`config.mk`:
```
export PLATFORM = sky130hd
export DESIGN_NAME = e1_spare_bit_inserter
export DESIGN_NICKNAME = d
export VERILOG_FILES = /design/src/rtl/e1sa_pkg.sv /design/src/rtl/e1sa_ctrl.sv /design/src/rtl/e1sa_datapath.sv /design/src/rtl/e1_spare_bit_inserter.sv
export SDC_FILE = /design/constraint.sdc
export NUM_CORES = 1
export LEC_CHECK = 0
export ABC_AREA = 1
export BUFFER_PORTS_ARGS = -buffer_cell sky130_fd_sc_hd__clkbuf_2
export CORE_ASPECT_RATIO = 0.5
export CORE_MARGIN = 3
export CORE_UTILIZATION = 60
export CTS_CLUSTER_DIAMETER = 100
export DETAILED_ROUTE_END_ITERATION = 7
export GPL_ROUTABILITY_DRIVEN = 1
export PLACE_DENSITY = 0.78
export RECOVER_POWER = 50
export REMOVE_ABC_BUFFERS = 1
export SYNTH_ARGS = -nofsm -noshare
export SYNTH_HDL_FRONTEND = slang
export SYNTH_SLANG_ARGS = --single-unit
```
`constraint.sdc`:
```
create_clock -name clk -period 2.6 [get_ports clk]
set_input_delay 0.13 -clock clk [delete_from_list [all_inputs] [get_ports clk]]
set_output_delay 0.13 -clock clk [all_outputs]
set_load 0.1 [all_outputs]
```
`src/rtl/e1sa_pkg.sv`:
```
package e1sa_pkg;
  localparam int BYTE_W      = 8;
  localparam int FRAME_W     = 4;
  localparam int FRAME_CNT   = 1 << FRAME_W;
  localparam int IDX_W       = FRAME_W - 1;
  localparam int ADDR_W      = 4;
  localparam int SA_CNT      = 5;
  localparam int DATA_REGS   = 3 + SA_CNT;
  localparam int REG_CNT     = DATA_REGS + 1;
  localparam int IDX_ALIGN   = 0;
  localparam int IDX_NALIGN  = 1;
  localparam int IDX_ABIT    = 2;
  localparam int IDX_SA0     = 3;
  localparam int IDX_CTRL    = DATA_REGS;
  localparam int CLR_ADDR    = REG_CNT;
  localparam int POS_SI      = 7;
  localparam int POS_FIX     = 6;
  localparam int POS_ABIT    = 5;
  localparam int POS_SA0     = 4;

  typedef struct packed {
    logic               sample;
    logic               fire;
    logic               oddFrame;
    logic [IDX_W-1:0]   bitIdx;
    logic [REG_CNT-1:0] wrSel;
  } ctlStrobe_t;
endpackage

```
`src/rtl/e1sa_ctrl.sv`:
```
module e1sa_ctrl
  import e1sa_pkg::*;
(
  input  logic               clk,
  input  logic               rstN,
  input  logic               hostWrEn,
  input  logic [ADDR_W-1:0]  hostAddr,
  input  logic               clrBit,
  input  logic               ts0Strobe,
  input  logic [FRAME_W-1:0] frameNum,
  output ctlStrobe_t         strb,
  output logic               mfStatus
);
  localparam logic [IDX_W-1:0] LAST_IDX = IDX_W'((FRAME_CNT / 2) - 1);

  logic clrReq;
  logic sampleNow;
  logic mfFlag;

  assign sampleNow = ts0Strobe && (frameNum == '0);
  assign clrReq    = hostWrEn && (hostAddr == ADDR_W'(CLR_ADDR)) && clrBit;

  always_comb begin
    strb          = '0;
    strb.sample   = sampleNow;
    strb.fire     = ts0Strobe;
    strb.oddFrame = frameNum[0];
    strb.bitIdx   = LAST_IDX - frameNum[FRAME_W-1:1];
    for (int r = 0; r < REG_CNT; r++) begin
      strb.wrSel[r] = hostWrEn && (hostAddr == ADDR_W'(r));
    end
  end

  always_ff @(posedge clk or negedge rstN) begin
    if (!rstN)          mfFlag <= 1'b0;
    else if (sampleNow) mfFlag <= 1'b1;
    else if (clrReq)    mfFlag <= 1'b0;
  end

  assign mfStatus = mfFlag;

  p_flag_set_r6: assert property (@(posedge clk) disable iff (!rstN)
    ts0Strobe && (frameNum == '0) |=> mfStatus);

  p_flag_clear_r6: assert property (@(posedge clk) disable iff (!rstN)
    (hostWrEn && hostAddr == ADDR_W'(CLR_ADDR) && clrBit && !ts0Strobe) |=> !mfStatus);

  p_flag_hold_r6: assert property (@(posedge clk) disable iff (!rstN)
    (!ts0Strobe && !hostWrEn) |=> $stable(mfStatus));
endmodule

```
`src/rtl/e1sa_datapath.sv`:
```
module e1sa_datapath
  import e1sa_pkg::*;
(
  input  logic              clk,
  input  logic              rstN,
  input  ctlStrobe_t        strb,
  input  logic [BYTE_W-1:0] wrData,
  input  logic [BYTE_W-1:0] ts0In,
  output logic [BYTE_W-1:0] ts0Out,
  output logic              ts0OutValid
);
  logic [DATA_REGS:0][BYTE_W-1:0] hostReg;
  logic [DATA_REGS:0][BYTE_W-1:0] workCopy;
  logic [DATA_REGS:0][BYTE_W-1:0] srcReg;
  logic [DATA_REGS-1:0]           selBit;
  logic [BYTE_W-1:0]              ctlMask;
  logic [BYTE_W-1:0]              nextByte;

  always_ff @(posedge clk or negedge rstN) begin
    if (!rstN) begin
      hostReg <= '0;
    end else begin
      for (int r = 0; r <= DATA_REGS; r++) begin
        if (strb.wrSel[r]) hostReg[r] <= wrData;
      end
    end
  end

  always_ff @(posedge clk or negedge rstN) begin
    if (!rstN)            workCopy <= '0;
    else if (strb.sample) workCopy <= hostReg;
  end

  assign srcReg  = strb.sample ? hostReg : workCopy;
  assign ctlMask = srcReg[IDX_CTRL];

  genvar g;
  generate
    for (g = 0; g < DATA_REGS; g++) begin : g_pick
      assign selBit[g] = srcReg[g][strb.bitIdx];
    end
  endgenerate

  always_comb begin
    nextByte = ts0In;
    if (strb.oddFrame) begin
      nextByte[POS_FIX] = 1'b1;
      if (ctlMask[IDX_NALIGN]) nextByte[POS_SI]   = selBit[IDX_NALIGN];
      if (ctlMask[IDX_ABIT])   nextByte[POS_ABIT] = selBit[IDX_ABIT];
      for (int k = 0; k < SA_CNT; k++) begin
        if (ctlMask[IDX_SA0 + k]) nextByte[POS_SA0 - k] = selBit[IDX_SA0 + k];
      end
    end else begin
      if (ctlMask[IDX_ALIGN]) nextByte[POS_SI] = selBit[IDX_ALIGN];
    end
  end

  always_ff @(posedge clk or negedge rstN) begin
    if (!rstN) begin
      ts0Out      <= '0;
      ts0OutValid <= 1'b0;
    end else begin
      ts0OutValid <= strb.fire;
      if (strb.fire) ts0Out <= nextByte;
    end
  end

  p_out_valid_r2: assert property (@(posedge clk) disable iff (!rstN)
    strb.fire |=> ts0OutValid);

  p_out_idle_r2: assert property (@(posedge clk) disable iff (!rstN)
    !strb.fire |=> !ts0OutValid);

  p_fixed_one_r4: assert property (@(posedge clk) disable iff (!rstN)
    (strb.fire && strb.oddFrame) |=> ts0Out[POS_FIX]);

  p_even_pass_r3: assert property (@(posedge clk) disable iff (!rstN)
    (strb.fire && !strb.oddFrame) |=> ts0Out[POS_FIX:0] == $past(ts0In[POS_FIX:0]));

  p_copy_hold_r5: assert property (@(posedge clk) disable iff (!rstN)
    !strb.sample |=> $stable(workCopy));
endmodule

```
`src/rtl/e1_spare_bit_inserter.sv`:
```
module e1_spare_bit_inserter
  import e1sa_pkg::*;
(
  input  logic               clk,
  input  logic               rstN,
  input  logic               hostWrEn,
  input  logic [ADDR_W-1:0]  hostAddr,
  input  logic [BYTE_W-1:0]  hostWrData,
  input  logic               ts0Strobe,
  input  logic [FRAME_W-1:0] frameNum,
  input  logic [BYTE_W-1:0]  ts0In,
  output logic [BYTE_W-1:0]  ts0Out,
  output logic               ts0OutValid,
  output logic               mfStatus
);
  ctlStrobe_t strb;

  e1sa_ctrl u_ctrl (
    .clk       (clk),
    .rstN      (rstN),
    .hostWrEn  (hostWrEn),
    .hostAddr  (hostAddr),
    .clrBit    (hostWrData[0]),
    .ts0Strobe (ts0Strobe),
    .frameNum  (frameNum),
    .strb      (strb),
    .mfStatus  (mfStatus)
  );

  e1sa_datapath u_dp (
    .clk         (clk),
    .rstN        (rstN),
    .strb        (strb),
    .wrData      (hostWrData),
    .ts0In       (ts0In),
    .ts0Out      (ts0Out),
    .ts0OutValid (ts0OutValid)
  );
endmodule

```
==> flow_results.xml, run 1 <==
<?xml version="1.0" encoding="UTF-8"?>
<metrics>
  <group name="run_status">
    <metric name="status" unit="">finished clean</metric>
  </group>
  <group name="grt">
    <metric name="grt_util_all_layers" unit="%">29.5</metric>
    <metric name="grt_pass1_vias" unit="">5501</metric>
    <metric name="globalRouteMet2Util" unit="%">45.8</metric>
    <metric name="grt_antenna_before_repair" unit="">0</metric>
    <metric name="gr-usage-met1" unit="%">39.2</metric>
    <metric name="grt_util_met3" unit="%">8.46</metric>
    <metric name="grt_max_degree" unit="">63</metric>
    <metric name="top_usage_layer" unit="">met2</metric>
    <metric name="grt_pass1_wl" unit="um">28200</metric>
    <metric name="grt_overflow_total" unit="">0</metric>
  </group>
  <group name="yosys">
    <metric name="ys.warnings.count" unit="">0</metric>
    <metric name="mappedNetlistArea" unit="um^2">6780</metric>
    <metric name="synth_sequential_area_ratio" unit="%">56.8</metric>
    <metric name="synth_top_cell_by_area" unit="">sky130_fd_sc_hd__dfrtp_1</metric>
    <metric name="synth_area_per_cell" unit="um^2">8.49</metric>
    <metric name="synthTopCellsByArea" unit="">sky130_fd_sc_hd__dfrtp_1 (57%), sky130_fd_sc_hd__nand2_1 (14%), sky130_fd_sc_hd__inv_1 (6.2%)</metric>
    <metric name="yosysTopAreaCellShare" unit="%">56.8</metric>
    <metric name="synth.ff_latch_count" unit="">154</metric>
    <metric name="yosys.cell_types.count" unit="">26</metric>
    <metric name="number_of_standard_cells_after_synthesis" unit="">799</metric>
  </group>
  <group name="sta">
    <metric name="final_total_negative_setup_slack" unit="ns">0</metric>
    <metric name="setup_viol_count_final" unit="">0</metric>
    <metric name="unrepaired_setup_endpoints_after_global_routing" unit="">no</metric>
    <metric name="final_hold_viol_count" unit="">0</metric>
    <metric name="fin_worst_hold_slack" unit="ns">0.0255</metric>
    <metric name="finalWorstPathRequiredPeriod" unit="ns">1.78</metric>
    <metric name="slew_viol_final" unit="">0</metric>
    <metric name="min_period_over_period" unit="%">68.6</metric>
    <metric name="tightestPinTransition" unit="ns">1.26</metric>
    <metric name="relSlewSlack" unit="%">16.1</metric>
    <metric name="finClkSkew" unit="ns">0.00563</metric>
    <metric name="clock.fmax" unit="GHz">0.561</metric>
  </group>
  <group name="critical_path">
    <metric name="r2r_setup_slack" unit="ns">1.31</metric>
    <metric name="setup.worst_path.end_class" unit="">flip-flop</metric>
    <metric name="critPathLaunchType" unit="">input pin</metric>
    <metric name="slowest_delay" unit="ns">0.70</metric>
    <metric name="worstPathBufferInverterCount" unit="">4</metric>
    <metric name="timing.critical_path.mode_cell" unit="">sky130_fd_sc_hd__nand2_1</metric>
    <metric name="critical_path_arrival" unit="ns">2.13</metric>
    <metric name="setup.worst_path.class" unit="">in2reg</metric>
    <metric name="worst_path_max_delay_cell" unit="">sky130_fd_sc_hd__nor2_1</metric>
    <metric name="critical_path_peak_fanout" unit="">17</metric>
    <metric name="worstPathCellList" unit="">clkbuf_2 &gt; buf_4 &gt; inv_2 &gt; nor2_1 &gt; buf_4 &gt; nand2_1 &gt; nand2_1 &gt; a21oi_1 &gt; nand2_1 &gt; nand3_1 &gt; a21oi_1</metric>
    <metric name="worst_path_dominant_cell_family" unit="">simple AND/OR/NAND/NOR gates</metric>
    <metric name="crit_required" unit="ns">2.94</metric>
  </group>
  <group name="floorplanning">
    <metric name="placeableCoreArea" unit="um^2">10600</metric>
    <metric name="dieWidth" unit="um">156</metric>
    <metric name="floorplan.die.height" unit="um">81.2</metric>
    <metric name="start_util" unit="%">64.0</metric>
    <metric name="die_area" unit="um^2">12700</metric>
    <metric name="num_io_pins" unit="">38</metric>
    <metric name="rows" unit="">26</metric>
  </group>
  <group name="clock_network">
    <metric name="cts_inserted_buffers" unit="">17</metric>
    <metric name="cts_buffer_depth" unit="">2</metric>
    <metric name="tritoncts" unit="">yes</metric>
    <metric name="cts.sink_count" unit="">154</metric>
    <metric name="postCtsSetupBuffers" unit="">0</metric>
    <metric name="post_cts_resized" unit="">0</metric>
    <metric name="clock-root-buffer" unit="">sky130_fd_sc_hd__clkbuf_16</metric>
    <metric name="clock_insertion_delay_worst_skew" unit="ns">0.43</metric>
    <metric name="clk_pin_slew" unit="ns">0.06</metric>
    <metric name="ctsHtreeMaxLevel" unit="">4</metric>
  </group>
  <group name="cells_and_area">
    <metric name="finalNetCount" unit="">871</metric>
    <metric name="finalCoreUtilization" unit="%">73.2</metric>
    <metric name="layoutNonFillerInstCount" unit="">996</metric>
    <metric name="synthToLayoutAreaGrowth" unit="%">14.4</metric>
    <metric name="filler_cell_count" unit="">775</metric>
    <metric name="drive_above_1_share" unit="%">13.1</metric>
    <metric name="post-route-cell-area" unit="um^2">7760</metric>
    <metric name="layout.cells.most_common" unit="">sky130_fd_sc_hd__nand2_1</metric>
    <metric name="most_used_cells_in_the_layout_excluding_fill_and_tap_cells" unit="">sky130_fd_sc_hd__nand2_1 (250), sky130_fd_sc_hd__dfrtp_1 (154), sky130_fd_sc_hd__inv_1 (112), sky130_fd_sc_hd__o21ai_0 (83), sky130_fd_sc_hd__nand3_1 (36)</metric>
    <metric name="antennaDiodeCount" unit="">0</metric>
  </group>
  <group name="power">
    <metric name="combinationalPowerShare" unit="%">18.0</metric>
    <metric name="cellLeakagePower" unit="nW">3.99</metric>
    <metric name="power_density" unit="nW/um^2">892</metric>
    <metric name="p_sw_share" unit="%">29.8</metric>
    <metric name="ir_worst_vdd" unit="mV">0.525</metric>
    <metric name="cellInternalPower" unit="mW">4.86</metric>
    <metric name="seqPwrFrac" unit="%">45.1</metric>
    <metric name="clock_power_share" unit="%">36.9</metric>
    <metric name="p_sw" unit="mW">2.06</metric>
  </group>
  <group name="detailed_routing">
    <metric name="avgRoutedWirePerCell" unit="um">17.4</metric>
    <metric name="routed_wl" unit="um">17300</metric>
    <metric name="route.detailed.vias_per_inst" unit="">5.57</metric>
    <metric name="vias" unit="">5550</metric>
    <metric name="drtPass1Iterations" unit="">6</metric>
    <metric name="drc_errors" unit="">0</metric>
    <metric name="final_antenna_net_count" unit="">0</metric>
    <metric name="drt_iter0_markers" unit="">627</metric>
  </group>
  <group name="placed_design">
    <metric name="numPortBuffers" unit="">37</metric>
    <metric name="dpl-instance-area" unit="um^2">7090</metric>
    <metric name="post-place-cells" unit="">955</metric>
    <metric name="globalplace.congestion" unit="">0.832</metric>
    <metric name="post-dp-hpwl" unit="um">10500</metric>
  </group>
  <group name="run">
    <metric name="maxcap_viol_count" unit="">0</metric>
  </group>
  <group name="worst_hold_path">
    <metric name="worst_hold_path_type" unit="">in2reg</metric>
  </group>
</metrics>
[worst register-to-register path: stages (launching register included)]
cell,delay [ns]
sky130_fd_sc_hd__dfrtp_1,0.34
sky130_fd_sc_hd__inv_1,0.04
sky130_fd_sc_hd__o21ai_0,0.25
sky130_fd_sc_hd__nand2_1,0.11
sky130_fd_sc_hd__nand2_1,0.08
sky130_fd_sc_hd__nand2_1,0.06
sky130_fd_sc_hd__nand3_1,0.08
sky130_fd_sc_hd__nand3_1,0.10
sky130_fd_sc_hd__a21oi_1,0.16
[timing repair]
item	CTS	global route
hold endpoints to repair	52	0
endpoints found under the setup margin	0	0
hold buffers	9	0
[area by class of cell]
cell class	instances	area [um^2]	share of cell area (%)
Tap cell	140	175	2.26
Clock buffer	21	460	5.93
Timing Repair Buffer	62	422	5.43
Multi-Input combinational cell	493	2270	29.3
Clock inverter	11	145	1.87
Sequential cell	154	3850	49.7
Inverter	115	434	5.59
[power by group through the flow]
| stage | Sequential (mW) | Clock (mW) | Combinational (mW) |
|---|---|---|---|
| after detailed placement | 3.15 | 0 | 1.21 |
| after CTS | 3.12 | 2.56 | 1.25 |
| after floorplan | 3.24 | 0 | 0.741 |
| after global placement | 3.13 | 0 | 1.17 |
| after global routing | 3.17 | 2.67 | 1.41 |
| final | 3.12 | 2.55 | 1.25 |
[sequential cells by signal, indices dropped and copies added, names as in the netlist]
register          cells
u_dp.ts0Out           8
u_dp.ts0OutValid      1
u_dp.hostReg         72
u_ctrl.mfStatus       1
u_dp.workCopy        72
[cells in the mapped netlist]
cell and number:
sky130_fd_sc_hd__clkbuf_2 1, sky130_fd_sc_hd__a21oi_1 18, sky130_fd_sc_hd__clkbuf_1 12, sky130_fd_sc_hd__nand2_2 3
sky130_fd_sc_hd__nor2_1 24, sky130_fd_sc_hd__nor2_8 1, sky130_fd_sc_hd__nand2_1 250, sky130_fd_sc_hd__nor4_1 1
sky130_fd_sc_hd__nand4_1 15, sky130_fd_sc_hd__buf_2 8, sky130_fd_sc_hd__o21ai_2 22, sky130_fd_sc_hd__nand3_1 36
sky130_fd_sc_hd__dfrtp_1 154, sky130_fd_sc_hd__nor2_2 4, sky130_fd_sc_hd__mux2_2 1, sky130_fd_sc_hd__nand3_4 1
sky130_fd_sc_hd__and2_1 4, sky130_fd_sc_hd__o21ai_0 77, sky130_fd_sc_hd__buf_4 5, sky130_fd_sc_hd__o21ai_1 34
sky130_fd_sc_hd__buf_1 4, sky130_fd_sc_hd__nor3_1 2, sky130_fd_sc_hd__inv_2 2, sky130_fd_sc_hd__buf_6 7
sky130_fd_sc_hd__inv_1 112, sky130_fd_sc_hd__inv_4 1
[layer usage]
metal / vias up / share of wire, % / wire [um]
li1: 2598 / - / -
met1: 2640 / 43 / 7530
met2: 253 / 45 / 7840
met3: 59 / 8.5 / 1470
met4: 0 / 2.9 / 497
met5: - / 0 / 0
[cell families (layout without fill, tap and decap cells)]
group	after synthesis	in the layout	synth area share [%]
mux	1	1	0.166
compound gates	151	151	12.4
simple gates	341	341	21.0
buf+inv	152	209	9.66
flops	154	154	56.8
[metrics by stage]
| step | power, mW | setup slack [ns] |
|---|---|---|
| after global placement | 4.29 | 0.568 |
| after floorplan | 3.98 | -0.126 |
| after global routing | 7.25 | 0.676 |
| after detailed placement | 4.36 | 0.522 |
| final | 6.92 | 0.817 |
| after CTS | 6.92 | 0.904 |
[worst paths after layout]
kind                                      to  cells after the start             start
min reg2reg                 u_dp.workCopy[8]                      2  u_dp.workCopy[8]
min                           u_dp.ts0Out[3]                      3          ts0In[3]
max                           u_dp.ts0Out[5]                     11       frameNum[1]
max reg2reg                   u_dp.ts0Out[5]                      8  u_dp.hostReg[16]
min in group asynchronous   u_dp.hostReg[24]                      2              rstN
max in group asynchronous  u_dp.workCopy[19]                      3              rstN
(Power assumes the default switching activity.)
==> inputs of run 2 (changes only) <==
clock period = 1.7 ns   (was 2.6 ns; I/O delays follow)
==> flow_results.xml, run 2 (synthesis gave the netlist of run 1 again) <==
<?xml version="1.0" encoding="UTF-8"?>
<metrics>
  <group name="cells_and_area">
    <metric name="layoutNonFillerInstCount" unit="">1011</metric>
    <metric name="most_used_cells_in_the_layout_excluding_fill_and_tap_cells" unit="">sky130_fd_sc_hd__nand2_1 (250), sky130_fd_sc_hd__dfrtp_1 (154), sky130_fd_sc_hd__o21ai_0 (120), sky130_fd_sc_hd__inv_1 (112), sky130_fd_sc_hd__nand3_1 (36)</metric>
    <metric name="filler_cell_count" unit="">758</metric>
    <metric name="post-route-cell-area" unit="um^2">7840</metric>
    <metric name="drive_above_1_share" unit="%">12.5</metric>
    <metric name="finalNetCount" unit="">885</metric>
    <metric name="layout.cells.most_common" unit="">sky130_fd_sc_hd__nand2_1</metric>
    <metric name="biggestRegsByFlops" unit="">u_dp.hostReg (72), u_dp.workCopy (72), u_dp.ts0Out (8)</metric>
    <metric name="synthToLayoutAreaGrowth" unit="%">15.6</metric>
  </group>
  <group name="placed_design">
    <metric name="dp_slack" unit="ns">0.0379</metric>
    <metric name="post-place-cells" unit="">966</metric>
    <metric name="numPortBuffers" unit="">37</metric>
    <metric name="globalplace.congestion" unit="">0.844</metric>
    <metric name="dpl-instance-area" unit="um^2">7190</metric>
    <metric name="post-dp-hpwl" unit="um">10300</metric>
  </group>
  <group name="detailed_routing">
    <metric name="drt_iter0_markers" unit="">511</metric>
    <metric name="drtPass1Iterations" unit="">7</metric>
    <metric name="m1WireLength" unit="um">7450</metric>
    <metric name="met3WireLength" unit="um">1570</metric>
    <metric name="vias" unit="">5539</metric>
    <metric name="avgRoutedWirePerCell" unit="um">17.0</metric>
    <metric name="maxUsedRoutingLayer" unit="">met4</metric>
    <metric name="drc_errors" unit="">0</metric>
    <metric name="final_antenna_net_count" unit="">0</metric>
    <metric name="met2WireLength" unit="um">7830</metric>
    <metric name="routed_wl" unit="um">17200</metric>
    <metric name="route.detailed.vias_per_inst" unit="">5.48</metric>
  </group>
  <group name="clock_network">
    <metric name="tritoncts" unit="">yes</metric>
    <metric name="ctsHtreeMaxLevel" unit="">4</metric>
    <metric name="cts.sink_count" unit="">154</metric>
    <metric name="clock_insertion_delay_worst_skew" unit="ns">0.42</metric>
    <metric name="postCtsSetupBuffers" unit="">0</metric>
    <metric name="cts_buffer_depth" unit="">2</metric>
    <metric name="clk_pin_slew" unit="ns">0.06</metric>
    <metric name="post_cts_resized" unit="">0</metric>
    <metric name="clock-root-buffer" unit="">sky130_fd_sc_hd__clkbuf_16</metric>
    <metric name="cts_inserted_buffers" unit="">17</metric>
  </group>
  <group name="sta">
    <metric name="relSlewSlack" unit="%">46.3</metric>
    <metric name="final_hold_viol_count" unit="">0</metric>
    <metric name="setup_ws" unit="ns">0.255</metric>
    <metric name="slew_viol_final" unit="">0</metric>
    <metric name="tightestPinTransition" unit="ns">0.806</metric>
    <metric name="unrepaired_setup_endpoints_after_global_routing" unit="">no</metric>
    <metric name="clock.fmax" unit="GHz">0.692</metric>
    <metric name="finalWorstPathRequiredPeriod" unit="ns">1.44</metric>
    <metric name="min_period_over_period" unit="%">85.0</metric>
    <metric name="setup_viol_count_final" unit="">0</metric>
    <metric name="finClkSkew" unit="ns">0.00881</metric>
  </group>
  <group name="power">
    <metric name="power_density" unit="nW/um^2">1330</metric>
    <metric name="ir_worst_vdd" unit="mV">0.762</metric>
    <metric name="total_design_power" unit="mW">10.4</metric>
    <metric name="cellLeakagePower" unit="nW">4.03</metric>
  </group>
  <group name="grt">
    <metric name="grt_overflow_total" unit="">0</metric>
    <metric name="grt_max_degree" unit="">55</metric>
    <metric name="grt_antenna_before_repair" unit="">0</metric>
    <metric name="grt_pass1_wl" unit="um">28100</metric>
    <metric name="grt_pass1_vias" unit="">5461</metric>
    <metric name="grt_util_all_layers" unit="%">29.4</metric>
  </group>
  <group name="critical_path">
    <metric name="critical_path_peak_fanout" unit="">9</metric>
    <metric name="setup.worst_path.class" unit="">in2reg</metric>
    <metric name="setup.worst_path.end_class" unit="">flip-flop</metric>
    <metric name="worstPathBufferInverterCount" unit="">3</metric>
    <metric name="worst_path_max_delay_cell" unit="">sky130_fd_sc_hd__nor2_1</metric>
    <metric name="critical_path_arrival" unit="ns">1.78</metric>
    <metric name="startpoint" unit="">frameNum[2]</metric>
    <metric name="critical_r2r_launch" unit="">u_dp.hostReg[63]</metric>
    <metric name="slowest_delay" unit="ns">0.30</metric>
    <metric name="crit_required" unit="ns">2.03</metric>
    <metric name="critPathLaunchType" unit="">input pin</metric>
    <metric name="worst_path_dominant_cell_family" unit="">simple AND/OR/NAND/NOR gates</metric>
    <metric name="worstPathCellList" unit="">clkbuf_1 &gt; nor2_1 &gt; nand3_4 &gt; buf_4 &gt; o21ai_0 &gt; nand2_1 &gt; nand2_1 &gt; inv_1 &gt; nand3_1 &gt; nand3_1 &gt; a21oi_1</metric>
  </group>
  <group name="floorplanning">
    <metric name="floorplan.die.height" unit="um">81.2</metric>
    <metric name="start_util" unit="%">64.0</metric>
    <metric name="placeableCoreArea" unit="um^2">10600</metric>
    <metric name="die_area" unit="um^2">12700</metric>
    <metric name="dieWidth" unit="um">156</metric>
    <metric name="num_io_pins" unit="">38</metric>
    <metric name="rows" unit="">26</metric>
  </group>
  <group name="worst_hold_path">
    <metric name="worst_hold_path_type" unit="">in2reg</metric>
    <metric name="worstHoldStart" unit="">ts0In[4]</metric>
  </group>
  <group name="run">
    <metric name="maxcap_viol_count" unit="">0</metric>
  </group>
  <group name="run_status">
    <metric name="status" unit="">finished clean</metric>
  </group>
</metrics>
[run 2: what timing repair did]
item	in CTS	in global routing
hold endpoints to repair	57	0
setup endpoints to repair	0	0
hold buffers	12	0
[run 2: per-stage QoR]
step	TNS, ns	hold slack, ns	utilization, %
5_1_grt	0	0.0230	73.9
2_1_floorplan	-45.57	-0.211	-
3_3_place_gp	0	0.0660	67.8
4_1_cts	0	0.0124	74.6
3_5_place_dp	0	0.0669	67.8
6_report	0	0.0210	73.9
[run 2: tightest hold or removal path, cell delays in order]
cell,delay (ns)
sky130_fd_sc_hd__clkbuf_2,0.08
sky130_fd_sc_hd__a21oi_1,0.14
sky130_fd_sc_hd__a21oi_1,0.09
[run 2: cell type report]
cell class	count	area [um^2]	area share, %
Inverter	115	434	5.54
Sequential cell	154	3850	49.2
Clock buffer	19	453	5.78
Multi-Input combinational cell	493	2220	28.3
Tap cell	140	175	2.23
Clock inverter	13	144	1.84
Timing Repair Buffer	76	558	7.12
Antenna cell	1	2.50	0.0319
[run 2: power by group]
part           switching, mW  internal (mW)
combinational           1.26          0.599
clock                   1.54           2.25
sequential             0.324           4.44
[run 2: final timing paths]
check	to	slack [ns]	cells after the start
max	u_dp.ts0Out[0]	0.26	11
min	u_dp.ts0Out[4]	0.02	3
max reg2reg	u_dp.ts0Out[0]	0.31	8
min reg2reg	u_dp.workCopy[28]	0.47	2
max in group asynchronous	u_dp.workCopy[69]	0.61	3
min in group asynchronous	u_dp.hostReg[13]	0.19	2
[run 2: layer usage]
layer | track usage, % | up-vias
met5 | 0 | -
met4 | 8.91 | 0
met3 | 8.04 | 39
met2 | 47.0 | 256
met1 | 40.1 | 2627
li1 | - | 2617
